[config.mk]
export PLATFORM = sky130hd
export DESIGN_NAME = vit_rx_decoder
export DESIGN_NICKNAME = d
export VERILOG_FILES = /design/src/rtl/vit_pkg.sv /design/src/rtl/vit_bmu.sv /design/src/rtl/vit_acs.sv /design/src/rtl/vit_min.sv /design/src/rtl/vit_rx_decoder.sv
export SDC_FILE = /design/constraint.sdc
export NUM_CORES = 2
export LEC_CHECK = 0
export CAP_MARGIN = 20
export CORE_AREA = 2 2 311 313
export DETAILED_ROUTE_END_ITERATION = 8
export DIE_AREA = 0 0 313 315
export PLACE_DENSITY_LB_ADDON = 0.05
export SLEW_MARGIN = 40
export SYNTH_ARGS = -nofsm -noshare
export SYNTH_HDL_FRONTEND = slang
export SYNTH_HIERARCHICAL = 1
export SYNTH_SLANG_ARGS = --single-unit
[constraint.sdc]
create_clock -name clk_i -period 34.2 [get_ports clk_i]
set_clock_uncertainty 0.05 [all_clocks]
set_input_delay 6.84 -clock clk_i [delete_from_list [all_inputs] [get_ports clk_i]]
set_output_delay 6.84 -clock clk_i [all_outputs]
set_load 0.005 [all_outputs]
[src/rtl/vit_pkg.sv]
`timescale 1ns/1ps
package vit_pkg;
  localparam int K  = 5;
  localparam int NS = 1 << (K - 1);
  localparam int NB = NS / 2;
  localparam logic [K-1:0] G0 = 5'b10011;
  localparam logic [K-1:0] G1 = 5'b11101;

  // expected {c1, c0} for window {state, u}
  function automatic logic [1:0] exp_pair(input logic [K-1:0] w);
    return {^(w & G1), ^(w & G0)};
  endfunction
endpackage

[src/rtl/vit_bmu.sv]
`timescale 1ns/1ps
module vit_bmu #(
  parameter int SW = 3
) (
  input  logic [2*SW-1:0] sym_i,
  input  logic [1:0]      exp_i,
  output logic [SW:0]     bm_o
);
  localparam logic [SW-1:0] VMAX = '1;
  logic [SW-1:0] d0, d1;
  always_comb begin
    d0   = exp_i[0] ? VMAX - sym_i[SW-1:0]    : sym_i[SW-1:0];
    d1   = exp_i[1] ? VMAX - sym_i[2*SW-1:SW] : sym_i[2*SW-1:SW];
    bm_o = {1'b0, d0} + {1'b0, d1};
  end
endmodule

[src/rtl/vit_acs.sv]
`timescale 1ns/1ps
module vit_acs
  import vit_pkg::*;
#(
  parameter int SW    = 3,
  parameter int MW    = 8,
  parameter int DEPTH = 25
) (
  input  logic [2*SW-1:0]  sym_i,
  input  logic [K-1:0]     wa_i,
  input  logic [K-1:0]     wb_i,
  input  logic [MW-1:0]    pm_a_i,
  input  logic [MW-1:0]    pm_b_i,
  input  logic [DEPTH-2:0] sv_a_i,
  input  logic [DEPTH-2:0] sv_b_i,
  input  logic             u_i,
  output logic [MW-1:0]    pm_o,
  output logic [DEPTH-1:0] sv_o
);
  logic [SW:0]   bm_a, bm_b;
  logic [MW:0]   sum_a, sum_b;
  logic [MW-1:0] sat_a, sat_b;
  logic          pick_b;

  vit_bmu #(.SW(SW)) u_bm_a (.sym_i(sym_i), .exp_i(exp_pair(wa_i)), .bm_o(bm_a));
  vit_bmu #(.SW(SW)) u_bm_b (.sym_i(sym_i), .exp_i(exp_pair(wb_i)), .bm_o(bm_b));

  always_comb begin
    sum_a  = {1'b0, pm_a_i} + {{(MW-SW){1'b0}}, bm_a};
    sum_b  = {1'b0, pm_b_i} + {{(MW-SW){1'b0}}, bm_b};
    sat_a  = sum_a[MW] ? '1 : sum_a[MW-1:0];
    sat_b  = sum_b[MW] ? '1 : sum_b[MW-1:0];
    pick_b = sat_b < sat_a;
    pm_o   = pick_b ? sat_b : sat_a;
    sv_o   = {pick_b ? sv_b_i : sv_a_i, u_i};
  end
endmodule

[src/rtl/vit_min.sv]
`timescale 1ns/1ps
module vit_min #(
  parameter int N  = 16,
  parameter int MW = 8,
  localparam int IW = $clog2(N)
) (
  input  logic [MW-1:0] pm_i [N],
  output logic [IW-1:0] idx_o,
  output logic [MW-1:0] min_o
);
  always_comb begin
    idx_o = '0;
    min_o = pm_i[0];
    for (int i = 1; i < N; i++) begin
      if (pm_i[i] < min_o) begin
        min_o = pm_i[i];
        idx_o = IW'(i);
      end
    end
  end
endmodule

[src/rtl/vit_rx_decoder.sv]
`timescale 1ns/1ps
module vit_rx_decoder
  import vit_pkg::*;
#(
  parameter int SW    = 3,
  parameter int MW    = 8,
  parameter int DEPTH = 25
) (
  input  logic          clk_i,
  input  logic          rst_ni,
  input  logic          sym_valid_i,
  output logic          sym_ready_o,
  input  logic [2*SW-1:0] sym_i,
  output logic          bit_valid_o,
  output logic          bit_o
);
  localparam int CW = $clog2(DEPTH + 1);
  localparam int IW = $clog2(NS);

  logic              phase_q;
  logic [2*SW-1:0]   sym_q, sym_cur;
  logic [MW-1:0]     pm_q   [NS];
  logic [DEPTH-1:0]  sv_q   [NS];
  logic [MW-1:0]     shd_pm [NB];
  logic [DEPTH-1:0]  shd_sv [NB];
  logic [MW-1:0]     acs_pm [NB];
  logic [DEPTH-1:0]  acs_sv [NB];
  logic [MW-1:0]     new_pm [NS];
  logic [DEPTH-1:0]  new_sv [NS];
  logic [IW-1:0]     best_idx;
  logic [MW-1:0]     min_v;
  logic [MW-1:0]     sub_v;
  logic [CW-1:0]     cnt_q;

  assign sym_ready_o = ~phase_q;
  assign sym_cur     = phase_q ? sym_q : sym_i;

  // butterfly j: old j, j+8 -> new 2j (pass 0), 2j+1 (pass 1)
  for (genvar j = 0; j < NB; j++) begin : g_acs
    vit_acs #(.SW(SW), .MW(MW), .DEPTH(DEPTH)) u_acs (
      .sym_i  (sym_cur),
      .wa_i   ({4'(j), phase_q}),
      .wb_i   ({4'(j + NB), phase_q}),
      .pm_a_i (pm_q[j]),
      .pm_b_i (pm_q[j+NB]),
      .sv_a_i (sv_q[j][DEPTH-2:0]),
      .sv_b_i (sv_q[j+NB][DEPTH-2:0]),
      .u_i    (phase_q),
      .pm_o   (acs_pm[j]),
      .sv_o   (acs_sv[j])
    );
  end

  always_comb begin
    for (int j = 0; j < NB; j++) begin
      new_pm[2*j]   = shd_pm[j];
      new_sv[2*j]   = shd_sv[j];
      new_pm[2*j+1] = acs_pm[j];
      new_sv[2*j+1] = acs_sv[j];
    end
  end

  vit_min #(.N(NS), .MW(MW)) u_min (.pm_i(new_pm), .idx_o(best_idx), .min_o(min_v));

  assign sub_v = min_v[MW-1] ? min_v : '0;

  always_ff @(posedge clk_i or negedge rst_ni) begin
    if (!rst_ni) begin
      phase_q     <= 1'b0;
      sym_q       <= '0;
      cnt_q       <= '0;
      bit_valid_o <= 1'b0;
      bit_o       <= 1'b0;
      for (int s = 0; s < NS; s++) begin
        pm_q[s] <= (s == 0) ? '0 : '1;
        sv_q[s] <= '0;
      end
      for (int j = 0; j < NB; j++) begin
        shd_pm[j] <= '0;
        shd_sv[j] <= '0;
      end
    end else begin
      bit_valid_o <= 1'b0;
      if (!phase_q && sym_valid_i) begin
        sym_q   <= sym_i;
        phase_q <= 1'b1;
        for (int j = 0; j < NB; j++) begin
          shd_pm[j] <= acs_pm[j];
          shd_sv[j] <= acs_sv[j];
        end
      end else if (phase_q) begin
        phase_q <= 1'b0;
        for (int s = 0; s < NS; s++) begin
          pm_q[s] <= new_pm[s] - sub_v;
          sv_q[s] <= new_sv[s];
        end
        if (cnt_q != CW'(DEPTH)) cnt_q <= cnt_q + 1'b1;
        bit_valid_o <= (cnt_q >= CW'(DEPTH - 1));
        bit_o       <= new_sv[best_idx][DEPTH-1];
      end
    end
  end
endmodule

Yosys cells after proc, flatten, opt, wreduce, memory -nomap -nowiden
Cells that the tools add are included.

word-level totals
  register bits = 790
  latch bits = 0
  memory bits (writable) = 0
  bits in read-only memories = 0
  input port bits = 9
  word-level logic and storage cells = 212
  memories = 0

operators by class
  add/subtract/negate cells = 45
  $mul = 0
  div/mod/pow operators = 0
  $lt $le $gt $ge = 25
  equal/unequal tests = 1
  shift operators = 0
  muxes and demuxes = 77
  bitwise gates (word level) = 3
  reductions and logical operators = 8

operator list
  operator             number
  $mux 8               40
  $mux 24              8
  $lt 8x8->1           23
  $add 8x4->9          16
  $sub 8x8->8          16
  $bmux 25 s4          1
  $mux 25              2
  $add 3x3->4          10
  $mux 3               11
  $mux 4               8
  $reduce_xor 5->1     4
  $ge 5x5->1 const B   2
  $mux 6               1
  $sub 3x3->3 const A  2
  $add 5x1->5 const B  1
  $ne 5x5->1 const B   1
  $not 4->5            1
  $mux 1               4
  $mux 2               2
  $reduce_and 3->1     1
  $not 1->1            2
  $reduce_and 2->1     1
  $logic_and 1x1->1    1
  $logic_not 1->1      1

Logic depth before layout (Yosys ltp)
  depth in word-level cells = 42
  gate-level depth with buffers = 195

Hierarchy
The synthesis kept the hierarchy.

by module, submodules not included
  module          times used  cells each  area an instance (um2)
  vit_rx_decoder  1           2407        34167.8
  vit_acs         8           136         1266.2
  vit_min         1           781         5243.8
  vit_bmu         16          18          147.6

Worst setup path before layout
No wires, ideal clock.

  path kind = input port to flip-flop
  start point = input sym_i[0]
  end point = register pm_q[70] (netlist name)
  library setup time = 0.111 ns
  data arrival time = 40.052 ns
  data required time = 34.039 ns
  path slack = -6.013 ns
  stages on the path = 180
  path buffers = 19
  path through = mux2_2 > xor2_1 > ha_1 > inv_1 > fa_1 > inv_1 > fa_1 > and3_1 > o21ai_1 > o21ai_0 > ha_1 > a211o_1 > o221a_2 > nor3b_4 > nor2_2 > buf_6 > a2bb2oi_1 > ha_1 > [... 144 more ...] > clkbuf_1 > o21a_1 > ha_1 > a211o_1 > or2_2 > a21oi_1 > inv_1 > nand2_2 > buf_6 > mux2i_1 > buf_6 > buf_6 > nand2_1 > fa_1 > a21oi_1 > o21ai_0 > a2111o_1 > o311ai_0

RTL lines
  item                           RTL line              source
  start, declared                vit_rx_decoder.sv:13  input logic [2*SW-1:0] sym_i,
  end signal, assigned by index  vit_rx_decoder.sv:75  pm_q[s] <= (s == 0) ? '0 : '1;
  end signal, assigned by index  vit_rx_decoder.sv:94  pm_q[s] <= new_pm[s] - sub_v;
  end, declared                  vit_rx_decoder.sv:22  logic [MW-1:0] pm_q [NS];

==> flow_summary.yaml <==
synthesis:
  ys_top_cells_by_area: "dfrtp_1, mux2_2, ha_1, dfstp_2, mux2_4"
  synth_seq_cells: 790
  synth_area_um2: 51900
  yosys_warnings: 6
  synth_edf_count: 0
  yosysSeqAreaShare_pct: 38.4
  synth_common_cells: "mux2_2, dfrtp_1, ha_1, inv_1, nand2_1"
  synthDominantCellAreaShare_pct: 32.3
  synth_most_common_cell: "mux2_2"
  synth_ff_type: "dfrtp_1"
  synth_cells: 4564
  ys_types: 101
  synth.avg_cell_area_um2: 11.4
  yosysTopAreaCell: "dfrtp_1"
  synthArstFlopShare_pct: 100
outcome:
  outcome: "finished with violations"
  violations: "negative setup slack"
worst_setup_path:
  critical_path.startpoint_type: "input port"
  slowest_stage: "fa_1"
  criticalPathCategory: "in -> reg"
  slowest_delay_ps: 570
  crit_fanout: 6
  end_kind: "flop"
  r2r-end: "pm_q[102]"
  critical_path_required_ps: 34720
  path_common_cell: "ha_4"
  reg2reg_depth: 171
  rr_startpoint: "phase_q"
  reg2reg_slack_ps: 2850
  cp.arrival_ps: 36430
grt:
  antenna_found_initial: 3
  grt-ovfl-total: 0
  track_usage_pct: 27.7
  grt_pass1_wl_mm: 217
  grt_start_max_net_pins: 164
  grt_pass1_vias: 38768
cts:
  cts-htree-levels: 3
  cts_tree: "yes"
  clk_latency_ps: 680
  clk_pin_slew_ps: 60
  clk_path_buf_depth: 3
  cts-root-buf: "clkbuf_16"
  cts_hold_buffers: 0
  cts_sinks: 790
  cts_buffers: 88
floorplanning:
  fp.dieArea_um2: 98600
  die_h_um: 315
  initial_utilization_pct: 54.2
  placement_rows: 114
  num_io_pins: 12
  fp.coreArea_um2: 95700
  die_w_um: 313
placed_design:
  gp_routability_congestion: 0.905
  dpl-instance-area_um2: 57300
  dp_worst_setup_slack_ps: -2980
  place_inst: 6251
  hpwl_mm: 91.6
  io_buffer_count: 11
worst_hold_path:
  hold_path_class: "reg -> reg"
  holdPathStages: 2
  whs_endpoint: "pm_q[0]"
  hp-start: "pm_q[0]"
sta:
  worstMarginPinSlew_ps: 907
  slew_viol_final: 0
  setup_ws_ps: -1710
  relSlewSlack_pct: 37.8
  min_period_ps: 35910
  rsz0062_at_grt: "yes"
  period_share_pct: 105
  setup_violations: 129
  finalHoldViolCount: 0
  max_freq_mhz: 27.8
layout:
  area_growth_pct: 26.7
  design_area_um2: 65800
  post-route-util_pct: 68.7
  fin_cells: 6664
  layout-drive-gt1-share_pct: 46.8
  antenna-diode-count: 0
  nets: 5735
route:
  drc: 0
  routed-via-count: 38242
  drt_iter0_drc: 2381
  vias_per_cell: 5.74
  routed_wl_mm: 138
  dr.pass1.iters: 6
  ant_nets: 0
  wl_per_cell_um: 20.8
flow_run:
  drv_cap: 0
-- registers in the layout, indices dropped and copies added, names as in the netlist --
name and count:
new_sv 200, cnt_q 5, pm_q 128, new_pm 64, bit_valid_o 1, phase_q 1
sv_q 384, sym_q 6, bit_o 1
-- repair_timing --
| action | 4_1_cts | 5_1_grt |
|---|---|---|
| gates resized for setup | 426 | 266 |
| cloned | 10 | 0 |
| pin swaps | 219 | 193 |
| buffers inserted | 188 | 50 |
| setup endpoints to repair | 129 | 129 |
-- layout make-up --
type | instances | area (um2)
inverters | 264 | 1000
flip-flops and latches | 790 | 19900
fillers | 7056 | 29900
well taps | 1276 | 1600
repair buffers | 754 | 6230
clock inverters | 36 | 513
clock buffers | 128 | 2580
multi-input cells | 3415 | 33900
repair inverters | 1 | 7.51
-- critical path: cells and delay by family --
family                   cells  cell delay (ps)
AO/OA/AOI/OAI               67            12130
AND/OR/NAND/NOR             39             5890
adder cells (fa/ha/maj)     21             5290
buffers and inverters       34             3560
multiplexers                 9             2410
XOR/XNOR                     1              160
-- per-stage QoR --
stage               hold slack, ps  TNS (ps)
floorplan                      409   -277720
global placement               431   -211030
detailed placement             430   -338950
CTS                            441    -17570
global route                   447   -331230
finish                         435   -179320
-- routing by layer --
metal | track usage, % | up-vias | routed length, um
li1 | - | 18051 | -
met1 | 39.4 | 19128 | 64800
met2 | 44.1 | 796 | 62800
met3 | 3.71 | 263 | 6280
met4 | 8.51 | 4 | 4450
met5 | 0 | - | 27
-- logic make-up (layout without fill, tap and decap cells) --
kind of cell               Yosys count  count (layout)  synth area share [%]
buffers and inverters              425            1183                  3.87
and+or+nand+nor                    766             769                  7.49
adders and majority gates          419             419                  10.8
muxes                             1021            1021                  23.4
other                                2              64                0.0145
xor gates and xnor gates           275             275                  4.64
DFF                                790             790                  38.4
AOI/OAI and AO/OA                  866             867                  11.5
-- worst max-delay path by stage --
stage	from	endpoint
after floorplan	sym_i[3]	pm_q[110]
after global placement	sym_i[3]	pm_q[38]
after detailed placement	sym_i[3]	pm_q[126]
after CTS	sym_i[0]	pm_q[116]
after global routing	sym_i[3]	pm_q[102]
final	sym_i[3]	pm_q[102]
-- placed cells by master (no fill, tap or decap), drive strengths merged, types with 97 or more instances in the layout --
cell | synthesis | layout
clkbuf | 28 | 129
xor2 | 178 | 178
dfrtp | 670 | 670
mux2 | 905 | 905
o21ai | 204 | 204
nor2 | 184 | 184
nand2 | 235 | 236
dfstp | 120 | 120
xnor2 | 97 | 97
mux2i | 112 | 112
inv | 264 | 269
buf | 133 | 745
ha | 364 | 364
a21oi | 222 | 222
Power is left out: the tool's default activity adds up to more than one toggle a clock period on the data nets, which glitch-free logic cannot reach.
